File: config.mk
export PLATFORM = sky130hd
export DESIGN_NAME = irq_dma_router
export DESIGN_NICKNAME = d
export VERILOG_FILES = /design/src/rtl/rtr_pkg.sv /design/src/rtl/rtr_reg.sv /design/src/rtl/rtr_line_mux.sv /design/src/rtl/rtr_dma_path.sv /design/src/rtl/irq_dma_router.sv
export SDC_FILE = /design/constraint.sdc
export NUM_CORES = 1
export LEC_CHECK = 0
export BUFFER_PORTS_ARGS = -buffer_cell sky130_fd_sc_hd__buf_2
export CAP_MARGIN = 20
export CORE_ASPECT_RATIO = 1.1
export CORE_MARGIN = 2
export CORE_UTILIZATION = 42
export DETAILED_ROUTE_END_ITERATION = 16
export PLACE_DENSITY = 0.75
export SYNTH_ARGS = -nofsm -noshare
export SYNTH_HDL_FRONTEND = slang
export SYNTH_SLANG_ARGS = --single-unit
File: constraint.sdc
create_clock -name clk -period 1.5 [get_ports clk]
set_clock_uncertainty 0.1 [all_clocks]
set_input_delay 0.15 -clock clk [delete_from_list [all_inputs] [get_ports clk]]
set_output_delay 0.15 -clock clk [all_outputs]
set_load 0.01 [all_outputs]
File: src/rtl/rtr_pkg.sv
package rtr_pkg;
  localparam int N_SRC   = 2;
  localparam int N_BASE  = 6;
  localparam int N_CH    = 2;
  localparam int N_LINES = N_BASE + N_CH;
  localparam int SEL_W   = $clog2(N_LINES);
  localparam int CH_W    = $clog2(N_CH);

  localparam logic [1:0] MODE_DMA  = 2'b00;
  localparam logic [1:0] MODE_XIRQ = 2'b01;

  typedef struct packed {
    logic [1:0]                  mode;
    logic [N_SRC-1:0]            irq_en;
    logic [N_SRC-1:0][SEL_W-1:0] irq_sel;
    logic                        drq_en;
    logic [CH_W-1:0]             drq_sel;
  } rtr_cfg_t;

  typedef struct packed {
    logic            drq_a15;
    logic            irq1_a14;
    logic [N_CH-1:0] dack_n_a;
    logic            irq0;
  } rtr_pin_t;

  localparam rtr_pin_t PIN_RST = '{drq_a15: 1'b0, irq1_a14: 1'b0,
                                   dack_n_a: {N_CH{1'b1}}, irq0: 1'b0};
endpackage

File: src/rtl/rtr_reg.sv
module rtr_reg #(
  parameter int             W       = 1,
  parameter logic [W-1:0]   RST_VAL = '0
) (
  input  logic         clk,
  input  logic         rst_n,
  input  logic [W-1:0] d,
  output logic [W-1:0] q
);
  always_ff @(posedge clk or negedge rst_n) begin
    if (!rst_n) q <= RST_VAL;
    else        q <= d;
  end
endmodule

File: src/rtl/rtr_line_mux.sv
module rtr_line_mux #(
  parameter int N_SRC   = 2,
  parameter int N_LINES = 8,
  parameter int SEL_W   = 3
) (
  input  logic [N_SRC-1:0]            req,
  input  logic [N_SRC-1:0]            en,
  input  logic [N_SRC-1:0][SEL_W-1:0] sel,
  input  logic [N_LINES-1:0]          line_ok,
  output logic [N_LINES-1:0]          lines
);
  for (genvar k = 0; k < N_LINES; k++) begin : g_line
    logic acc;
    always_comb begin
      acc = 1'b0;
      for (int s = 0; s < N_SRC; s++) begin
        if (en[s] && (int'(sel[s]) == k)) acc = acc | req[s];
      end
    end
    assign lines[k] = acc & line_ok[k];
  end
endmodule

File: src/rtl/rtr_dma_path.sv
module rtr_dma_path #(
  parameter int N_CH = 2,
  parameter int CH_W = 1
) (
  input  logic            clk,
  input  logic            rst_n,
  input  logic            dma_mode,
  input  logic            drq_en,
  input  logic [CH_W-1:0] drq_sel,
  input  logic            drq,
  input  logic [N_CH-1:0] dack_n,
  output logic [N_CH-1:0] drq_lines,
  output logic            brd_dack_n
);
  logic granted;
  assign granted = dma_mode & drq_en;

  for (genvar c = 0; c < N_CH; c++) begin : g_ch
    assign drq_lines[c] = granted & (int'(drq_sel) == c) & drq;
  end

  assign brd_dack_n = granted ? dack_n[drq_sel] : 1'b1;


  drq_single_chk: assert property (@(posedge clk) disable iff (!rst_n)
    $onehot0(drq_lines));


  dack_needs_grant_chk: assert property (@(posedge clk) disable iff (!rst_n)
    !brd_dack_n |-> (dma_mode && drq_en));
endmodule

File: src/rtl/irq_dma_router.sv
module irq_dma_router
  import rtr_pkg::*;
(
  input  logic                clk,
  input  logic                rst_n,
  input  logic [1:0]          cfg_mode,
  input  logic [N_SRC-1:0]    cfg_irq_en,
  input  logic [SEL_W-1:0]    cfg_irq0_sel,
  input  logic [SEL_W-1:0]    cfg_irq1_sel,
  input  logic                cfg_drq_en,
  input  logic [CH_W-1:0]     cfg_drq_sel,
  input  logic                brd_irq0,
  input  logic                brd_irq1_sa14,
  input  logic                brd_drq_sa15,
  input  logic [N_CH-1:0]     isa_dack_n_sa12,
  output logic [N_BASE-1:0]   isa_irq,
  output logic [N_CH-1:0]     isa_drq_irq67,
  output logic                brd_dack_n,
  output logic                brd_dack_oe,
  output logic [3:0]          sa_hi
);
  localparam int CFG_W = $bits(rtr_cfg_t);
  localparam int PIN_W = $bits(rtr_pin_t);

  rtr_cfg_t cfg_d, cfg_q;
  rtr_pin_t pin_d, pin_q;

  assign cfg_d = '{mode: cfg_mode, irq_en: cfg_irq_en,
                   irq_sel: {cfg_irq1_sel, cfg_irq0_sel},
                   drq_en: cfg_drq_en, drq_sel: cfg_drq_sel};
  assign pin_d = '{drq_a15: brd_drq_sa15, irq1_a14: brd_irq1_sa14,
                   dack_n_a: isa_dack_n_sa12, irq0: brd_irq0};

  rtr_reg #(.W(CFG_W), .RST_VAL('0)) u_cfg_reg (
    .clk(clk), .rst_n(rst_n), .d(cfg_d), .q(cfg_q));

  rtr_reg #(.W(PIN_W), .RST_VAL(PIN_RST)) u_pin_reg (
    .clk(clk), .rst_n(rst_n), .d(pin_d), .q(pin_q));

  logic dma_mode, xirq_mode;
  assign dma_mode  = (cfg_q.mode == MODE_DMA);
  assign xirq_mode = (cfg_q.mode == MODE_XIRQ);

  // In extended interrupt mode only source 0 keeps a real pin.
  localparam logic [N_SRC-1:0] XIRQ_SRC_MASK = {{(N_SRC-1){1'b0}}, 1'b1};
  localparam logic [N_LINES-1:0] DMA_LINE_OK = {{N_CH{1'b0}}, {N_BASE{1'b1}}};

  logic [N_SRC-1:0]   src_en;
  logic [N_SRC-1:0]   src_req;
  logic [N_LINES-1:0] line_ok;
  logic [N_LINES-1:0] irq_lines;
  logic [N_CH-1:0]    drq_lines;
  logic               dack_n_int;

  always_comb begin
    src_en  = '0;
    line_ok = '0;
    if (dma_mode) begin
      src_en  = cfg_q.irq_en;
      line_ok = DMA_LINE_OK;
    end else if (xirq_mode) begin
      src_en  = cfg_q.irq_en & XIRQ_SRC_MASK;
      line_ok = '1;
    end
  end

  assign src_req = {pin_q.irq1_a14, pin_q.irq0};

  rtr_line_mux #(.N_SRC(N_SRC), .N_LINES(N_LINES), .SEL_W(SEL_W)) u_line_mux (
    .req(src_req), .en(src_en), .sel(cfg_q.irq_sel),
    .line_ok(line_ok), .lines(irq_lines));

  rtr_dma_path #(.N_CH(N_CH), .CH_W(CH_W)) u_dma_path (
    .clk(clk), .rst_n(rst_n), .dma_mode(dma_mode),
    .drq_en(cfg_q.drq_en), .drq_sel(cfg_q.drq_sel), .drq(pin_q.drq_a15),
    .dack_n(pin_q.dack_n_a), .drq_lines(drq_lines), .brd_dack_n(dack_n_int));

  assign isa_irq       = irq_lines[N_BASE-1:0];
  assign isa_drq_irq67 = irq_lines[N_LINES-1:N_BASE] | drq_lines;
  assign brd_dack_n    = dack_n_int;
  assign brd_dack_oe   = dma_mode;
  assign sa_hi         = xirq_mode ? {pin_q.drq_a15, pin_q.irq1_a14, pin_q.dack_n_a}
                                   : 4'b0000;


  all_off_quiet_chk: assert property (@(posedge clk) disable iff (!rst_n)
    (cfg_q.irq_en == '0 && !cfg_q.drq_en) |-> (isa_irq == '0 && isa_drq_irq67 == '0));


  rsv_mode_quiet_chk: assert property (@(posedge clk) disable iff (!rst_n)
    (cfg_q.mode[1]) |-> (isa_irq == '0 && isa_drq_irq67 == '0 && brd_dack_n && !brd_dack_oe));


  xirq_release_chk: assert property (@(posedge clk) disable iff (!rst_n)
    xirq_mode |-> (!brd_dack_oe && brd_dack_n));


  sa_hi_idle_chk: assert property (@(posedge clk) disable iff (!rst_n)
    !xirq_mode |-> (sa_hi == 4'b0000));
endmodule

== Word level (Yosys, flattened, before mapping) ==
Index checks and enable logic that the tools add are counted.

* Register bits after elaboration: 17
* Latch bits: 0
* Memory bits (writable): 0
* Memory bits (read-only): 0
* Bits of input ports: 19
* Memories kept: 0

* $add $sub $neg: 0
* Multiply operators: 0
* Divide/modulo/power cells: 0
* Magnitude comparators: 1
* Eq/ne operators: 15
* Shifts and indexed selects: 0
* Muxes and demuxes: 24
* Bitwise gates (word level): 23
* Reduce and logical (&&, ||, !) cells: 19

{| class="wikitable"
|+ Operators by type and width
! cell !! number
|-
| equality test 3 bit, second input constant || 8
|-
| two-way mux 1 bit || 20
|-
| logical AND 1 bit || 16
|-
| two-way mux 8 bit || 2
|-
| AND 1 bit || 13
|-
| equality test 3 x 2 -> 1 bit, second input constant || 4
|-
| OR 1 bit || 8
|-
| equality test 3 x 1 -> 1 bit, second input constant || 2
|-
| logical NOT 3 bit || 2
|-
| two-way mux 4 bit || 1
|-
| equality test 2 x 1 -> 1 bit, second input constant || 1
|-
| logical NOT 2 bit || 1
|-
| < comparator 1 x 2 -> 1 bit, second input constant || 1
|-
| two-way mux 2 bit || 1
|-
| OR 2 bit || 1
|-
| inverter 1 bit || 1
|}

== Longest topological paths before layout ==
Gate-level depths: netlist of run 1.

* Depth after elaboration: 9
* Mapped depth: 3
* Gate-level depth less buffers: 3

== Cells and area by module ==
A second synthesis of run 1 with hierarchy kept.

* Cells, all modules: 62
* Area total of the unflattened synthesis: 737.0 um2

{| class="wikitable"
|+ Modules (own cells, without submodules)
! module !! times used !! cells an instance !! area each (um2) !! sequential area each (um2)
|-
| rtr_reg at u_cfg_reg || 1 || 12 || 300.3 || 300.3
|-
| rtr_line_mux || 1 || 28 || 202.7 || 0.0
|-
| rtr_reg at u_pin_reg || 1 || 5 || 127.6 || 127.6
|-
| irq_dma_router || 1 || 11 || 75.1 || 0.0
|-
| rtr_dma_path || 1 || 6 || 31.3 || 0.0
|}

== Worst setup path before layout of run 1 ==
OpenSTA, ideal clock, no wires.

* Path type: register to output
* From: register u_cfg_reg.q[11]
* To: output isa_irq[0]
* Data arrival time: 1052 ps
* Required time: 1250 ps
* Path slack: 198 ps
* Cell stages (with the launch flop): 4
* Path buffers: 0
* Path through: dfrtp_1 -> nor2b_2 -> nand3b_1 -> o32ai_1

* Cells in the longest elaborated chain, start to end: 8
* Elaborated cells between the ends (all ways): 12
* Classes of those cells: eq/ne (1); mux (6); bitwise (2); reduce/logical (3)

{| class="wikitable"
|+ Ends and longest elaborated chain
! element !! line !! text
|-
| start: declaration || rtr_reg.sv:8 || <nowiki>output logic [W-1:0] q</nowiki>
|-
| start signal: assignment || rtr_reg.sv:11 || <nowiki>if (!rst_n) q <= RST_VAL;</nowiki>
|-
| start signal: assignment || rtr_reg.sv:12 || <nowiki>else q <= d;</nowiki>
|-
| equality test 2 x 1 -> 1 bit || irq_dma_router.sv:42 || <nowiki>assign xirq_mode = (cfg_q.mode == MODE_XIRQ);</nowiki>
|-
| two-way mux 1 bit || irq_dma_router.sv:61 || <nowiki>end else if (xirq_mode) begin</nowiki>
|-
| two-way mux 2 bit || irq_dma_router.sv:58 || <nowiki>if (dma_mode) begin</nowiki>
|-
| logical AND 1 bit || rtr_line_mux.sv:17 || <nowiki>if (en[s] && (int'(sel[s]) == k)) acc = acc | req[s];</nowiki>
|-
| two-way mux 1 bit || rtr_line_mux.sv:17 ||
|-
| OR 1 bit || rtr_line_mux.sv:17 ||
|-
| two-way mux 1 bit || rtr_line_mux.sv:17 ||
|-
| AND 1 bit * || rtr_line_mux.sv:20 || <nowiki>assign lines[k] = acc & line_ok[k];</nowiki>
|-
| end: declaration || irq_dma_router.sv:16 || <nowiki>output logic [N_BASE-1:0] isa_irq,</nowiki>
|}

Every way passes the cells marked *; elsewhere a longest branch is shown, timed or not.

== Worst setup path after layout of run 1 ==
* From: register u_cfg_reg.q[10]
* To: output isa_irq[3]

The elaborated chain is that of the path after synthesis.

==> qor.csv, run 1 <==
metric;value;unit
Antenna Cells;0;
Syn. warnings;0;
post-synthesis net count;69;
DR vias/cell;4.89;
placed cells;98;
final worst path period share;113;%
Reg clk slew, reported paths;0.09;ns
Initial Utilization;46.1;%
global-route wire length before repair;2210;microns
Worst EP required;1.25;ns
GR peak layer;met2;
IO Port Bufs;32;
Sink Count;17;
status;finished, violations left;
Synth-to-Final Area Change;64.5;%
Die Y;45.1;microns
crit end category;output port;
Total Routing Usage GR;19.0;%
Clock power frac;27.4;%
Setup crit start kind;register;
Least-Margin Pin Slew;0.354;ns
fin. max-slew vios;0;
Net Sw Frac;22.6;%
grt total ovfl;0;
commonest non-fill, non-tap cell in the layout;buf_2;
Max Fclk;589;MHz
Setup CP Type;register to output port;
final setup vio count;8;
ratio of cells with drive above 1 in the final layout;42.5;%
count of cell types in the netlist;18;
initial antenna violation count;0;
RSZ-0062 raised after global routing;yes;
CORE AREA;0.00140;sq mm
crit path time final;1.70;ns
DRT iter0 DRCs;1;
met2 Use GR;29.1;%
Hold Fails Final Rpt;0;
Worst Hold Class;input pin to async pin;
Max FO, Critical Path;4;
Sw Pwr;0.192;mW
placer congestion estimate;0.773;
met1 Use GR;22.6;%
Max-cap violations;0;
PwrDens;802;mW/mm^2
CTS buffer count;3;
Sequential Power Share;59.0;%
CTS tree;done;
Critical Path AT;1.45;ns
I/O pin cnt;33;
post-synthesis sequential area ratio;66.3;%
Power, Total;0.851;mW
fin nets;126;
DR DRC count;0;
worst setup margin;-0.197;ns
largest net degree at the start of global routing;18;
Leak Pwr;0.515;nW
Post-Layout Cell Count;122;
most frequent cells in the layout;buf_2 (32), dlygate4sd3_1 (18), dfrtp_1 (15), nand2_1 (4), and2_1 (4);
# rows;14;
DRT antenna net count;0;
combinational share of power;13.7;%
mapped cell area;646;sq um
IR drop worst, VDD;0.833;mV
met3 Use GR;5.91;%
Mapped Cells;50;
routed via count;597;
area of the die;0.00187;sq mm
failing checks;setup timing;
First-pass DRT Iterations;2;
CTS max path bufs;2;
die span in x;41.4;microns
syn_area_per_cell;12.9;sq um
WL final;1440;microns
post-place setup slack;0.110;ns
P_int;0.659;mW
vias in the first global route;544;
Routed WL per cell;11.8;microns
dpl hpwl;944;microns
Worst slew margin;76.4;%
Seq cells post-synth;17;
H-tree Lvls;1;
CTS root buf;clkbuf_4;
[synth_stat cells (all sizes together)]
cell	count	area share (%)
nand3	4	3.9
nand2b	2	1.9
and2	4	3.9
dfrtp	15	58
nand2	4	2.3
nor2b	2	2.3
nor2	1	0.58
or2	1	0.97
inv	3	1.7
dfstp	2	8.1
nand3b	2	2.3
mux2i	1	1.6
and4bb	1	1.9
o32ai	4	5.4
o22ai	4	4.8
[power by group through the flow]
stage               logic, mW  clock network (mW)  registers [mW]
floorplan              0.0315                   0           0.505
global placement       0.0732                   0           0.509
detailed placement     0.0741                   0           0.510
CTS                     0.113               0.238           0.502
global route            0.128               0.270           0.506
finish                  0.116               0.233           0.502
[logic make-up after synthesis]
family | after synthesis | synth area share [%]
compound gates | 8 | 10.3
simple gates | 21 | 20.2
mux | 1 | 1.55
buf+inv | 3 | 1.74
flops | 17 | 66.3
[flip-flops by register name, summed over array words and instances (netlist names)]
signal / flops
u_pin_reg.q: 5
u_cfg_reg.q: 12
[layout make-up]
class | count | area (sq um)
Tap cell | 16 | 20.0
Sequential cell | 17 | 428
Clock buffer | 4 | 26.3
Fill cell | 95 | 339
Inverter | 3 | 11.3
Multi-Input combinational cell | 30 | 221
Timing Repair Buffer | 52 | 355
[metal layers]
metal  share of wire, %  wire, microns
met2                 54            773
met5                  0              0
met1                 40            573
met3                4.6             66
met4                1.7             24
[path summary, 6_finish.rpt]
check                                 from              to  slack [ns]  cells past startpoint
worst max-delay path       u_cfg_reg.q[10]      isa_irq[3]       -0.20                      4
worst min-delay path                 rst_n  u_cfg_reg.q[4]        0.19                      2
max in group asynchronous            rst_n  u_pin_reg.q[1]        0.80                      2
min in group clk             cfg_irq_en[0]  u_cfg_reg.q[8]        0.39                      2
[worst max-delay path, cell delays in order, from the launching register on]
cell and delay, ns:
dfrtp_1 0.41, and4bb_1 0.32, nand3b_1 0.13, o22ai_2 0.16, buf_2 0.15
[repair_timing]
action,CTS,global route
resized for setup,2,0
hold buffers,18,0
cloned,0,0
setup buffers,1,1
endpoints found under the hold margin,34,0
setup endpoints to repair,8,12
pin swaps,7,0
[stage by stage]
step | utilization (%) | TNS, ns | instance area, sq um | hold WS (ns)
2_1_floorplan | - | 0 | 646 | -0.246
3_3_place_gp | 58.9 | 0 | 826 | -0.0234
3_5_place_dp | 58.9 | 0 | 826 | -0.0225
4_1_cts | 75.3 | -1.15 | 1050 | 0.204
5_1_grt | 75.8 | -2.37 | 1060 | 0.216
6_report | 75.8 | -1.20 | 1060 | 0.192
Note: power is estimated with default switching activity, not from simulation.
==> run 2: changes to the inputs <==
==> constraint.sdc (replaced) <==
create_clock -name clk -period 1.5 [get_ports clk]
set_clock_uncertainty 0.1 [all_clocks]
set_input_delay 0.075 -clock clk [delete_from_list [all_inputs] [get_ports clk]]
set_output_delay 0.075 -clock clk [all_outputs]
set_load 0.01 [all_outputs]
==> run 2 against run 1 <==
Compared with the run above:
- the run still ends with setup timing left
- routed wire length unchanged
- power is the same
- die area stayed put
- setup slack better by 0.075 ns
- combinational power about the same
- fmax increased by 4.6%
- sequential share of layout area is the same
- count of clock-buffer cells in the layout unchanged
- first-iteration DRC count unchanged
- critical endpoint unchanged
- largest cell class unchanged
==> qor.csv, run 2 (synthesis gave the netlist of run 1 again) <==
metric;value;unit;change
most frequent cells in the layout;buf_2 (32), dlygate4sd3_1 (18), dfrtp_1 (15), nand2_1 (4), and2_1 (4);;
ratio of cells with drive above 1 in the final layout;42.5;%;unchanged
Setup TNS;-0.600;ns;+0.600 ns
CTS max path bufs;2;;unchanged
Reg with most FFs;u_cfg_reg.q;;
vias in the first global route;544;;unchanged
PwrDens;802;mW/mm^2;unchanged
H-tree Lvls;1;;unchanged
Placed Area;826;sq um;unchanged
First-pass DRT Iterations;2;;unchanged
Routed WL per cell;11.8;microns;unchanged
global-route wire length before repair;2210;microns;unchanged
Total Routing Usage GR;19.0;%;unchanged
grt total ovfl;0;;unchanged
multi-input logic area;221;sq um;unchanged
Reg clk slew, reported paths;0.09;ns;about the same
Worst slew margin;76.4;%;unchanged
fin nets;126;;unchanged
Setup CP Type;register to output port;;
final setup vio count;8;;unchanged
Post-Layout Cell Count;122;;unchanged
final worst path period share;108;%;-5.0 points
I/O pin cnt;33;;unchanged
fill count;95;;unchanged
fin. max-slew vios;0;;unchanged
Max-cap violations;0;;unchanged
dpl hpwl;944;microns;unchanged
status;finished, violations left;;
Max FO, Critical Path;4;;unchanged
largest net degree at the start of global routing;18;;unchanged
Sink Count;17;;unchanged
Least-Margin Pin Slew;0.354;ns;unchanged
crit end category;output port;;
max reg flops;12;;unchanged
Setup crit start kind;register;;
worst setup margin;-0.122;ns;+0.0750 ns
Leak Pwr;0.515;nW;unchanged
Synth-to-Final Area Change;64.5;%;unchanged
Worst Hold Class;input pin to async pin;;
Antenna Cells;0;;unchanged
initial antenna violation count;0;;unchanged
top flop regs;u_cfg_reg.q: 12 flops, u_pin_reg.q: 5 flops;;
Worst EP required;1.32;ns;+0.07 ns
placed cells;98;;unchanged
placer congestion estimate;0.773;;unchanged
DR DRC count;0;;unchanged
RSZ-0062 raised after global routing;yes;;
CTS buffer count;3;;unchanged
DR vias/cell;4.89;;unchanged
IR drop worst, VDD;0.833;mV;unchanged
Hold Fails Final Rpt;0;;unchanged
die span in x;41.4;microns;unchanged
WL final;1440;microns;unchanged
CORE AREA;0.00140;sq mm;unchanged
cell area after layout;0.00106;sq mm;unchanged
Die Y;45.1;microns;unchanged
# rows;14;;unchanged
area of the die;0.00187;sq mm;unchanged
commonest non-fill, non-tap cell in the layout;buf_2;;
DRT iter0 DRCs;1;;unchanged
Critical Path AT;1.45;ns;about the same
CTS root buf;clkbuf_4;;
IO Port Bufs;32;;unchanged
failing checks;setup timing;;
Max Fclk;616;MHz;+4.6%
Reg area;428;sq um;unchanged
Initial Utilization;46.1;%;unchanged
routed via count;597;;unchanged
DRT antenna net count;0;;unchanged
crit path time final;1.62;ns;-0.0750 ns
CTS tree;done;;
[run 2: path summary, 6_finish.rpt]
check	startpoint	to	slack [ns]	cells past startpoint
max	u_cfg_reg.q[10]	isa_irq[3]	-0.12	4
min	rst_n	u_cfg_reg.q[4]	0.12	2
max in group asynchronous	rst_n	u_pin_reg.q[1]	0.87	2
min in group clk	cfg_irq_en[0]	u_cfg_reg.q[8]	0.32	2
[run 2: where the power goes]
part / switching, mW / internal [mW]
Sequential: 0.0187 / 0.483
Clock: 0.130 / 0.103
Combinational: 0.0442 / 0.0721
[run 2: worst max-delay path, stage by stage, from the launching register on]
cell and delay [ns]:
dfrtp_1 0.41, and4bb_1 0.32, nand3b_1 0.13, o22ai_2 0.16, buf_2 0.15
[run 2: routing by layer]
| layer | global-route usage, % | wire [microns] | vias to the layer above | share of wire, % |
|---|---|---|---|---|
| li1 | - | - | 293 | - |
| met1 | 22.6 | 573 | 284 | 40 |
| met2 | 29.1 | 773 | 17 | 54 |
| met3 | 5.91 | 66 | 3 | 4.6 |
| met4 | 11.6 | 24 | 0 | 1.7 |
| met5 | 0 | 0 | - | 0 |
[run 2: repair_timing]
action	in CTS	in global routing
gates resized for setup	2	0
setup endpoints to repair	8	9
pin swaps	7	0
hold endpoints to repair	34	0
setup buffers	1	1
hold buffers	18	0
[run 2: area by class of cell]
class                      count  share of cell area, %
inverter                       3                   1.06
multi-input combinational     30                   20.8
clock buffer                   4                   2.47
timing repair buffer          52                   33.5
tap                           16                   1.88
sequential                    17                   40.3
[run 2: stage by stage]
stage	util, %	setup slack (ns)	total power [mW]	hold slack (ns)
after CTS	75.3	-0.111	0.853	0.129
after global placement	58.9	0.195	0.583	-0.0984
after floorplan	-	0.273	0.537	-0.321
after detailed placement	58.9	0.185	0.584	-0.0975
after global routing	75.8	-0.217	0.904	0.141
final	75.8	-0.122	0.851	0.117
